`config.mk`:
```
export PLATFORM = sky130hd
export DESIGN_NAME = pos_estimator
export DESIGN_NICKNAME = d
export VERILOG_FILES = /design/src/rtl/pos_est_pkg.sv /design/src/rtl/pe_acc_decode.sv /design/src/rtl/pe_track.sv /design/src/rtl/pe_uncert.sv /design/src/rtl/pos_estimator.sv
export SDC_FILE = /design/constraint.sdc
export NUM_CORES = 1
export LEC_CHECK = 0
export BUFFER_PORTS_ARGS = -buffer_cell sky130_fd_sc_hd__buf_2
export CORE_MARGIN = 3
export CORE_UTILIZATION = 55
export CTS_BUF_LIST = sky130_fd_sc_hd__clkbuf_16
export DETAILED_ROUTE_END_ITERATION = 12
export MAX_ROUTING_LAYER = met4
export PLACE_DENSITY = 0.79
export SYNTH_ARGS = -nofsm -noshare
export SYNTH_HDL_FRONTEND = slang
export SYNTH_SLANG_ARGS = --single-unit
```
`constraint.sdc`:
```
create_clock -name clk -period 8.5 [get_ports clk]
set_input_delay 1.275 -clock clk [delete_from_list [all_inputs] [get_ports clk]]
set_output_delay 1.275 -clock clk [all_outputs]
set_load 0.02 [all_outputs]
```
`src/rtl/pos_est_pkg.sv`:
```
package pos_est_pkg;

  localparam int unsigned ACC_REG_W  = 8;
  localparam int unsigned ACC_MANT_W = 6;
  localparam int unsigned ACC_FX_W   = ACC_MANT_W + 6;
  localparam int unsigned FRAC_W     = 8;

  // mantissa scaled to 1/256 units: shift by twice the scale code
  function automatic logic [ACC_FX_W-1:0] decode_acc(input logic [ACC_REG_W-1:0] reg_val);
    logic [ACC_FX_W-1:0] mant;
    mant = {{(ACC_FX_W-ACC_MANT_W){1'b0}}, reg_val[ACC_MANT_W-1:0]};
    case (reg_val[7:6])
      2'b00:   decode_acc = mant;
      2'b01:   decode_acc = mant << 2;
      2'b10:   decode_acc = mant << 4;
      default: decode_acc = mant << 6;
    endcase
  endfunction

endpackage

```
`src/rtl/pe_acc_decode.sv`:
```
module pe_acc_decode
  import pos_est_pkg::*;
(
  input  logic [ACC_REG_W-1:0] maxacc,
  output logic [ACC_FX_W-1:0]  acc_fx
);
  always_comb acc_fx = decode_acc(maxacc);
endmodule

```
`src/rtl/pe_track.sv`:
```
module pe_track #(
  parameter int unsigned POS_W     = 40,
  parameter int unsigned VEL_W     = 24,
  parameter int unsigned MEAS_BITS = 30
) (
  input  logic                    clk,
  input  logic                    rst_n,
  input  logic                    load_ev,
  input  logic                    est_ev,
  input  logic [POS_W-1:0]        pos_in,
  input  logic signed [VEL_W-1:0] vel_in,
  output logic [POS_W-1:0]        pos_q,
  output logic signed [VEL_W-1:0] vel_q
);
  localparam logic [POS_W-1:0] POS_MASK = {POS_W{1'b1}} >> (POS_W - MEAS_BITS);

  function automatic logic [POS_W-1:0] extend_vel(input logic signed [VEL_W-1:0] v);
    return {{(POS_W-VEL_W){v[VEL_W-1]}}, v};
  endfunction

  logic [POS_W-1:0] pos_pred;
  always_comb pos_pred = (pos_q + extend_vel(vel_q)) & POS_MASK;

  always_ff @(posedge clk) begin
    if (!rst_n) begin
      pos_q <= '0;
      vel_q <= '0;
    end else if (est_ev) begin
      pos_q <= pos_pred;
    end else if (load_ev) begin
      pos_q <= pos_in & POS_MASK;
      vel_q <= vel_in;
    end
  end
endmodule

```
`src/rtl/pe_uncert.sv`:
```
module pe_uncert
  import pos_est_pkg::*;
#(
  parameter int unsigned DEV_W = 40,
  parameter int unsigned CNT_W = 16
) (
  input  logic                clk,
  input  logic                rst_n,
  input  logic                load_ev,
  input  logic                est_ev,
  input  logic [ACC_FX_W-1:0] acc_fx,
  input  logic [DEV_W-1:0]    maxdev,
  output logic                est_on,
  output logic [DEV_W-1:0]    uncert,
  output logic                dev_err
);
  localparam int unsigned UNC_W  = DEV_W + FRAC_W;
  localparam int unsigned PROD_W = ACC_FX_W + CNT_W;

  logic [CNT_W-1:0]  cnt_q, cnt_nx;
  logic [UNC_W-1:0]  acc_q, acc_nx;
  logic [PROD_W-1:0] step;
  logic [UNC_W:0]    sum;
  logic [DEV_W-1:0]  whole;

  always_comb begin
    cnt_nx = (&cnt_q) ? cnt_q : cnt_q + 1'b1;
    step   = {{CNT_W{1'b0}}, acc_fx} * {{ACC_FX_W{1'b0}}, cnt_nx};
    sum    = {1'b0, acc_q} + {{(UNC_W+1-PROD_W){1'b0}}, step};
    acc_nx = sum[UNC_W] ? {UNC_W{1'b1}} : sum[UNC_W-1:0];
  end

  always_ff @(posedge clk) begin
    if (!rst_n) begin
      cnt_q  <= '0;
      acc_q  <= '0;
      est_on <= 1'b0;
    end else if (est_ev) begin
      cnt_q  <= cnt_nx;
      acc_q  <= acc_nx;
      est_on <= 1'b1;
    end else if (load_ev) begin
      cnt_q  <= '0;
      acc_q  <= '0;
      est_on <= 1'b0;
    end
  end

  always_comb begin
    whole   = acc_q[UNC_W-1:FRAC_W];
    uncert  = !est_on ? '0 : ((&whole) ? whole : whole + 1'b1);
    dev_err = est_on && (uncert > maxdev);
  end
endmodule

```
`src/rtl/pos_estimator.sv`:
```
module pos_estimator
  import pos_est_pkg::*;
#(
  parameter int unsigned MEAS_BITS = 30,
  parameter int unsigned CNT_W     = 16
) (
  input  logic               clk,
  input  logic               rst_n,
  input  logic               sample_valid,
  input  logic               sample_bad,
  input  logic [39:0]        pos_in,
  input  logic signed [23:0] vel_in,
  input  logic [39:0]        maxdev_in,
  input  logic [7:0]         maxacc_in,
  output logic [39:0]        pos_out,
  output logic signed [23:0] vel_out,
  output logic               estimator_on,
  output logic [39:0]        uncert_out,
  output logic               dev_thr_err,
  output logic [11:0]        acc_limit_out
);
  localparam int unsigned POS_W = 40;
  localparam int unsigned VEL_W = 24;

  // named events for the checker
  logic load_ev;
  logic est_ev;
  always_comb begin
    est_ev  = sample_bad;
    load_ev = sample_valid && !sample_bad;
  end

  logic [ACC_FX_W-1:0] acc_fx;

  pe_acc_decode u_dec (
    .maxacc (maxacc_in),
    .acc_fx (acc_fx)
  );

  pe_track #(.POS_W(POS_W), .VEL_W(VEL_W), .MEAS_BITS(MEAS_BITS)) u_trk (
    .clk     (clk),
    .rst_n   (rst_n),
    .load_ev (load_ev),
    .est_ev  (est_ev),
    .pos_in  (pos_in),
    .vel_in  (vel_in),
    .pos_q   (pos_out),
    .vel_q   (vel_out)
  );

  pe_uncert #(.DEV_W(POS_W), .CNT_W(CNT_W)) u_unc (
    .clk     (clk),
    .rst_n   (rst_n),
    .load_ev (load_ev),
    .est_ev  (est_ev),
    .acc_fx  (acc_fx),
    .maxdev  (maxdev_in),
    .est_on  (estimator_on),
    .uncert  (uncert_out),
    .dev_err (dev_thr_err)
  );

  assign acc_limit_out = acc_fx;
endmodule

```
==> metrics.md, run 1 <==
| Metric | Value |
|---|---|
| Layout area overhead | `13.0%` |
| Worst slew pin tran | `roughly 1200 ps` |
| Met2 wire len | `21700 um` |
| Iter 0 DRT Violations | `~1.2k` |
| P_int | `1190 uW` |
| Design Area, Final | `between 15000 and 20000 um2` |
| Pwr/cell area | `between 100 and 150 nW/um2` |
| Share of total power in the clock network | `39.3%` |
| Sw Pwr | `around 650 uW` |
| Area share of the largest cell type after synthesis | `20.7%` |
| DPL Wire Length | `between 30000 and 40000 um` |
| Die Ht | `roughly 180 um` |
| Most common cell in the netlist | `inv_1` |
| Sequential power share | `33.6%` |
| Top layer in use | `met4` |
| Worst Skew | `around 16 ps` |
| Crit-path max FO | `15` |
| Top_reg_cell synth | `dfxtp_1` |
| Critical Path Most Common Cell | `fa_1` |
| Worst path buffer plus inverter count | `6` |
| Worst hold-check path type | `reg -> reg` |
| Area contributors post-synth | `fa_1 (21%), dfxtp_1 (15%), ha_1 (11%)` |
| TritonCTS clock tree | `yes` |
| Share of layout cells above drive strength 1 | `between 10 and 15%` |
| CP endpoint kind | `flop` |
| Outcome | `finished, final reports clean` |
| Cell Rows | `just over 60` |
| Reg clk slew, reported paths | `roughly 60 ps` |
| Footprint of the multi-input gates | `12300 um2` |
| Die Wd | `between 150 and 200 um` |
| Initial core utilization | `between 50% and 60%` |
| RSZ-0062 raised after global routing | `false` |
| Delay-heaviest family, CP | `adder cells` |
| Yosys reg bits | `between 100 and 150` |
| Htree depth | `4` |
| Buffers on Ports | `213` |
| Antenna Nets Post-Route | `0` |
| Placed Area | `between 15000 and 20000 um2` |
| First-pass GRT wire length | `about 73000 um` |
| Final setup vio count | `0` |
| Setup TNS | `0 ps` |
| Max VDD drop | `86.9 uV` |
| Async SR Flop Fraction | `0%` |
| DRT Pass-1 Iters | `5` |
| # IOs | `~230` |
| Cells after synthesis | `2061` |
| Residual DRC | `0` |
| Synth cell types | `72` |
| Crit-path max cell delay | `~540 ps` |
| Final period utilization | `a little over nine tenths` |
| Max-slew headroom | `between 20% and 30%` |
| Clock period minus worst slack | `roughly 8000 ps` |
| Register area | `about 2400 um2` |
| Filler cell count | `approximately 2.5k` |
| Slew Viols, Final | `0` |
| Sw frac | `35.4%` |
| Post-synth EDFFs | `0` |
| CP max-delay cell | `fa_1` |
| YS warnings | `0` |
| Post-synthesis sequential area ratio | `14.7%` |
| Detailed-route via count | `~15k` |
| Pleak | `0.00937 uW` |
| Final RePlAce weighted congestion | `a little over 1` |
| Critical path type | `reg -> reg` |
| Clock buffer count from CTS | `17` |
| Drt wl/cell | `~17 um` |
| Vias in the first global route | `about 15k` |
| CTS Sinks | `~120` |
| Avg Inst Size Synth | `between 7 and 8 um2` |
| Max-cap viol count | `0` |
| Initial antenna violation count | `1` |
| DR vias/cell | `5.69` |
| Congestion Overflow GR | `0` |
| Critical path required time | `about 9000 ps` |
| Die Footprint | `approximately 32000 um2` |
| CP arrival | `between 8000 and 9000 ps` |
| Max frequency | `0.125 GHz` |
| Met3 WL post-DR | `3520 um` |
| Overall routing resource usage | `29.8%` |
| DRT met1 WL | `18500 um` |
| Largest net degree at the start of global routing | `115` |
| CP Launch Type | `flop` |
| WL final | `between 40000 and 50000 um` |
| Mapped Area | `about 16000 um2` |
| Fin. Hold Viols | `0` |
| Clock Root Buffer | `clkbuf_16` |
| Core area | `between 20000 and 30000 um2` |
| Leading area contributor after synthesis | `fa_1` |
| Nets | `roughly 2.7k` |
| Combinational Power Share | `between 20% and 30%` |
| Clk Latency, worst-skew pair | `around 430 ps` |
| Longest Clk Path Bufs | `2` |
| Synth top cells by count | `inv_1 (312), nand2_1 (228), nor2_1 (184), fa_1 (168), ha_1 (143)` |
-- routing by layer --
metal | up-vias | global-route usage (%)
met5 | - | -
met2 | 618 | 48.8
met1 | 7230 | 36.3
met4 | 0 | 12.4
met3 | 136 | 5.16
li1 | 7103 | -
-- sequential cells by signal (all words and copies together), names as in the netlist --
name,flops
u_unc.acc_q,48
u_trk.pos_q,30
u_trk.vel_q,24
u_unc.cnt_q,16
u_unc.est_on,1
-- cell usage in the layout (no fill, tap or decap), types with 10 or more instances in the layout --
master and count:
conb_1 10, clkbuf_16 17, nor2b_1 52, xnor2_1 61, nand4_1 27, nand2b_1 21
nand2_1 228, nand3_1 35, buf_2 211, a21o_1 37, mux2i_1 33, buf_4 51
ha_1 143, o21ai_0 90, nor3b_1 15, xor2_1 38, dfxtp_1 119, and2_1 48
o21a_1 11, mux2_2 11, inv_1 312, fa_1 168, a21oi_1 104, a21boi_0 27
nor2_1 184, and3_1 22, o211a_1 13, nor3_1 25, a31oi_1 32
-- cell families (layout without fill, tap and decap cells) --
family | count (synthesis) | after routing | synth area share, %
AOI/OAI and AO/OA | 378 | 378 | 14.7
and+or+nand+nor | 696 | 696 | 20.5
other | 1 | 11 | 0.0231
buffers and inverters | 410 | 607 | 9.86
adders and majority gates | 311 | 311 | 31.7
muxes | 44 | 44 | 2.80
DFF | 119 | 119 | 14.7
xor gates and xnor gates | 102 | 102 | 5.71
-- power by group through the flow --
stage | clock network [uW] | logic, uW | registers [uW]
5_1_grt | 751 | 553 | 621
4_1_cts | 727 | 496 | 617
2_1_floorplan | 0 | 324 | 642
6_report | 723 | 497 | 618
3_3_place_gp | 0 | 478 | 629
3_5_place_dp | 0 | 490 | 629
-- cell type report --
cell class,instances,share of cell area [%]
clock buffers,17,2.32
repair buffers,262,7.84
diodes,1,0.0136
inverters,313,6.40
clock inverters,15,0.791
flip-flops and latches,119,13.0
well taps,384,2.62
multi-input cells,1541,67.0
-- worst paths after layout --
| path | startpoint | to | slack [ps] | depth (start not counted) |
|---|---|---|---|---|
| worst max-delay path | u_unc.cnt_q[7]$_SDFFE_PN0P_ | u_unc.acc_q[8]$_SDFFE_PN0P_ | 490 | 29 |
| worst min register to register | u_unc.est_on$_SDFFE_PN0P_ | u_unc.est_on$_SDFFE_PN0P_ | 490 | 2 |
| worst min-delay path | u_unc.est_on$_SDFFE_PN0P_ | u_unc.est_on$_SDFFE_PN0P_ | 490 | 2 |
| worst max register to register | u_unc.cnt_q[7]$_SDFFE_PN0P_ | u_unc.acc_q[8]$_SDFFE_PN0P_ | 490 | 29 |
-- worst min-delay path: cells and delay by family (launching register included) --
kind / cells / cell delay (ps)
DFF: 1 / 310
and+or+nand+nor: 1 / 60
AOI/OAI and AO/OA: 1 / 70
-- what timing repair did --
action / in CTS / in global routing
endpoints found under the setup margin: 0 / 8
hold buffers: 0 / 0
setup buffers: 0 / 0
gates resized for setup: 0 / 1
-- stage by stage --
| step | hold slack, ps | cells | utilization [%] | setup WS (ps) | power [uW] |
|---|---|---|---|---|---|
| after floorplan | 505 | 2070 | - | 640 | 967 |
| after global placement | 472 | 2619 | 61.4 | 436 | 1110 |
| after detailed placement | 485 | 2619 | 61.4 | 327 | 1120 |
| after CTS | 496 | 2651 | 63.4 | 363 | 1840 |
| after global routing | 516 | 2652 | 63.4 | 75.9 | 1930 |
| final | 492 | 2652 | 63.4 | 494 | 1840 |
Note: power is estimated with default switching activity, not from simulation.
==> inputs of run 2 (changes only) <==
--- a/config.mk
+++ b/config.mk
@@ -6,12 +6,12 @@
 export NUM_CORES = 1
 export LEC_CHECK = 0
 export BUFFER_PORTS_ARGS = -buffer_cell sky130_fd_sc_hd__buf_2
-export CORE_MARGIN = 3
-export CORE_UTILIZATION = 55
+export CORE_UTILIZATION = 40
 export CTS_BUF_LIST = sky130_fd_sc_hd__clkbuf_16
 export DETAILED_ROUTE_END_ITERATION = 12
 export MAX_ROUTING_LAYER = met4
-export PLACE_DENSITY = 0.79
+export PLACE_DENSITY = 0.61
+export SKIP_CTS_REPAIR_TIMING = 1
 export SYNTH_ARGS = -nofsm -noshare
 export SYNTH_HDL_FRONTEND = slang
 export SYNTH_SLANG_ARGS = --single-unit
==> run 2 against run 1 <==
Flip-flop and latch count unchanged; clock-buffer cell count unchanged; wire length grew 4.3%; via count down 2.8%; utilization decreased by 16 points; setup slack improved by 3.9 ps; first-iteration DRC count is 29% lower; register-to-register slack about the same; sequential share of layout area shrank 0.28 points; maximum frequency about the same; critical path depth grew 2; largest cell class unchanged; largest power group unchanged; highest routed layer unchanged.
==> metrics.md, run 2 (synthesis gave the netlist of run 1 again) <==
| Metric | Value |
|---|---|
| Critical path type | `reg -> reg` |
| CP endpoint kind | `flop` |
| Clk Latency, worst-skew pair | `about 440 ps` |
| Die Ht | `203 um` |
| Sw Pwr | `636 uW` |
| Worst hold-check path type | `reg -> reg` |
| Total power | `1910 uW` |
| Buffers on Ports | `about 210` |
| Share of total power in the clock network | `40.9%` |
| Nets | `between 2k and 3k` |
| Final core occ | `between 40 and 50%` |
| Sequential power share | `32.4%` |
| Core area | `~40000 um2` |
| Drt wl/cell | `roughly 17 um` |
| Reg2reg path depth | `31` |
| Max VDD drop | `140 uV` |
| WL final | `47700 um` |
| # IOs | `~230` |
| Setup TNS | `0 ps` |
| Vias in the first global route | `roughly 14k` |
| Final period utilization | `between 90% and 100%` |
| Design Area, Final | `roughly 19000 um2` |
| Die Footprint | `around 41000 um2` |
| Detailed-route via count | `around 15k` |
| Die Wd | `around 200 um` |
| Filler cell count | `3942` |
| Crit-path max FO | `8` |
| Reg with most FFs | `u_unc.acc_q` |
| Clock Root Buffer | `clkbuf_16` |
| Register area | `approximately 2400 um2` |
| Highest-count cells in the layout ignoring fill and taps | `inv_1 (314), nand2_1 (228), buf_2 (211), nor2_1 (184), fa_1 (168)` |
| Slew Viols, Final | `0` |
| RSZ-0062 raised after global routing | `false` |
| Most common cell after layout, fill and taps aside | `inv_1` |
| Dpl cells | `between 2k and 3k` |
| Max frequency | `0.125 GHz` |
| Longest Clk Path Bufs | `2` |
| Hold path endpoint | `u_trk.vel_q[16]$_SDFFE_PN0P_` |
| DR vias/cell | `~5.2` |
| Htree depth | `4` |
| Initial antenna violation count | `1` |
| Final setup vio count | `0` |
| Worst slew pin tran | `1180 ps` |
| DRT Pass-1 Iters | `7` |
| Worst Skew | `slightly below 9 ps` |
| Congestion Overflow GR | `0` |
| Layout area overhead | `15.6%` |
| Pleak | `0.00952 uW` |
| Worst R2R Setup Slack | `about 500 ps` |
| Critical path required time | `about 8900 ps` |
| Crit-path max cell delay | `570 ps` |
| Share of layout cells above drive strength 1 | `approximately 15%` |
| Clock period minus worst slack | `about 8000 ps` |
| Overall routing resource usage | `roughly a quarter` |
| Iter 0 DRT Violations | `848` |
| Clock buffer count from CTS | `17` |
| P_int | `1270 uW` |
| Largest net degree at the start of global routing | `between 70 and 80` |
| Max-cap viol count | `0` |
| Outcome | `finished, final reports clean` |
| Footprint of the multi-input gates | `roughly 12000 um2` |
| Critical register-to-register path startpoint | `u_unc.cnt_q[7]$_SDFFE_PN0P_` |
| Reg clk slew, reported paths | `approximately 60 ps` |
| DPL Wire Length | `38500 um` |
| Largest registers | `u_unc.acc_q: 48 flops, u_trk.pos_q: 30 flops, u_trk.vel_q: 24 flops` |
| CP Launch Type | `flop` |
| Combinational Power Share | `26.8%` |
| CTS Sinks | `around 120` |
| Sw frac | `between 30% and 40%` |
| TritonCTS clock tree | `yes` |
| First-pass GRT wire length | `76000 um` |
| CP max-delay cell | `nor3_2` |
| HP Start | `u_trk.vel_q[16]$_SDFFE_PN0P_` |
| Antenna Nets Post-Route | `0` |
| Placed Area | `around 18000 um2` |
| Final RePlAce weighted congestion | `roughly 0.95` |
| CP arrival | `between 8000 and 9000 ps` |
| Residual DRC | `0` |
| Initial core utilization | `between 40% and 50%` |
| Critical Path Most Common Cell | `fa_1` |
| Pwr/cell area | `102 nW/um2` |
| Cell Rows | `between 70 and 80` |
| Hold Crit Depth | `2` |
| Fin. Hold Viols | `0` |
| Number of flip-flops in the largest register | `48` |
| Reg-to-Reg End | `u_unc.acc_q[1]$_SDFFE_PN0P_` |
| Max-slew headroom | `approximately 20%` |
| Fin cells | `~2.8k` |
## run 2: layout make-up
type | count | share of cell area (%)
Tap cell | 525 | 3.50
Antenna cell | 1 | 0.0133
Multi-Input combinational cell | 1541 | 65.6
Inverter | 313 | 6.26
Sequential cell | 119 | 12.7
Timing Repair Buffer | 288 | 8.71
Clock buffer | 17 | 2.27
Clock inverter | 15 | 0.987
## run 2: worst max-delay path by stage
stage                                      from                            to  slack [ps]  depth (start not counted)
finish              u_unc.cnt_q[7]$_SDFFE_PN0P_   u_unc.acc_q[1]$_SDFFE_PN0P_         500                         31
global route        u_unc.cnt_q[7]$_SDFFE_PN0P_   u_unc.acc_q[2]$_SDFFE_PN0P_          90                         29
CTS                 u_unc.cnt_q[7]$_SDFFE_PN0P_   u_unc.acc_q[1]$_SDFFE_PN0P_         150                         31
detailed placement                 maxacc_in[6]   u_unc.acc_q[1]$_SDFFE_PN0P_          60                         24
global placement                   maxacc_in[6]   u_unc.acc_q[2]$_SDFFE_PN0P_         100                         24
floorplan                          maxacc_in[6]  u_unc.acc_q[11]$_SDFFE_PN0P_         640                         25
## run 2: critical path, delay by kind of cell, from the launching register on
| family | cells | cell delay (ps) |
|---|---|---|
| AOI/OAI and AO/OA | 7 | 1350 |
| xor gates and xnor gates | 1 | 310 |
| adders and majority gates | 6 | 2840 |
| buffers and inverters | 7 | 830 |
| DFF | 1 | 480 |
| and+or+nand+nor | 10 | 2120 |
## run 2: metrics by stage
step	hold WS, ps	worst slack (ps)
after floorplan	505	640
after CTS	495	151
after detailed placement	486	56.7
final	494	498
after global routing	500	86.7
after global placement	474	101
## run 2: routing by layer
layer  GRT usage [%]  share of wire [%]  vias up
li1                -                  -     7140
met1            30.1                 43     7081
met2            39.7                 49      394
met3            4.22                5.7       57
met4            7.14                2.3        0
met5               -                  0        -
## run 2: power by group through the flow
stage	Combinational, uW	Sequential (uW)	Clock [uW]
detailed placement	507	629	0
CTS	513	617	795
finish	511	618	780
global route	572	621	821
global placement	501	628	0
floorplan	324	642	0
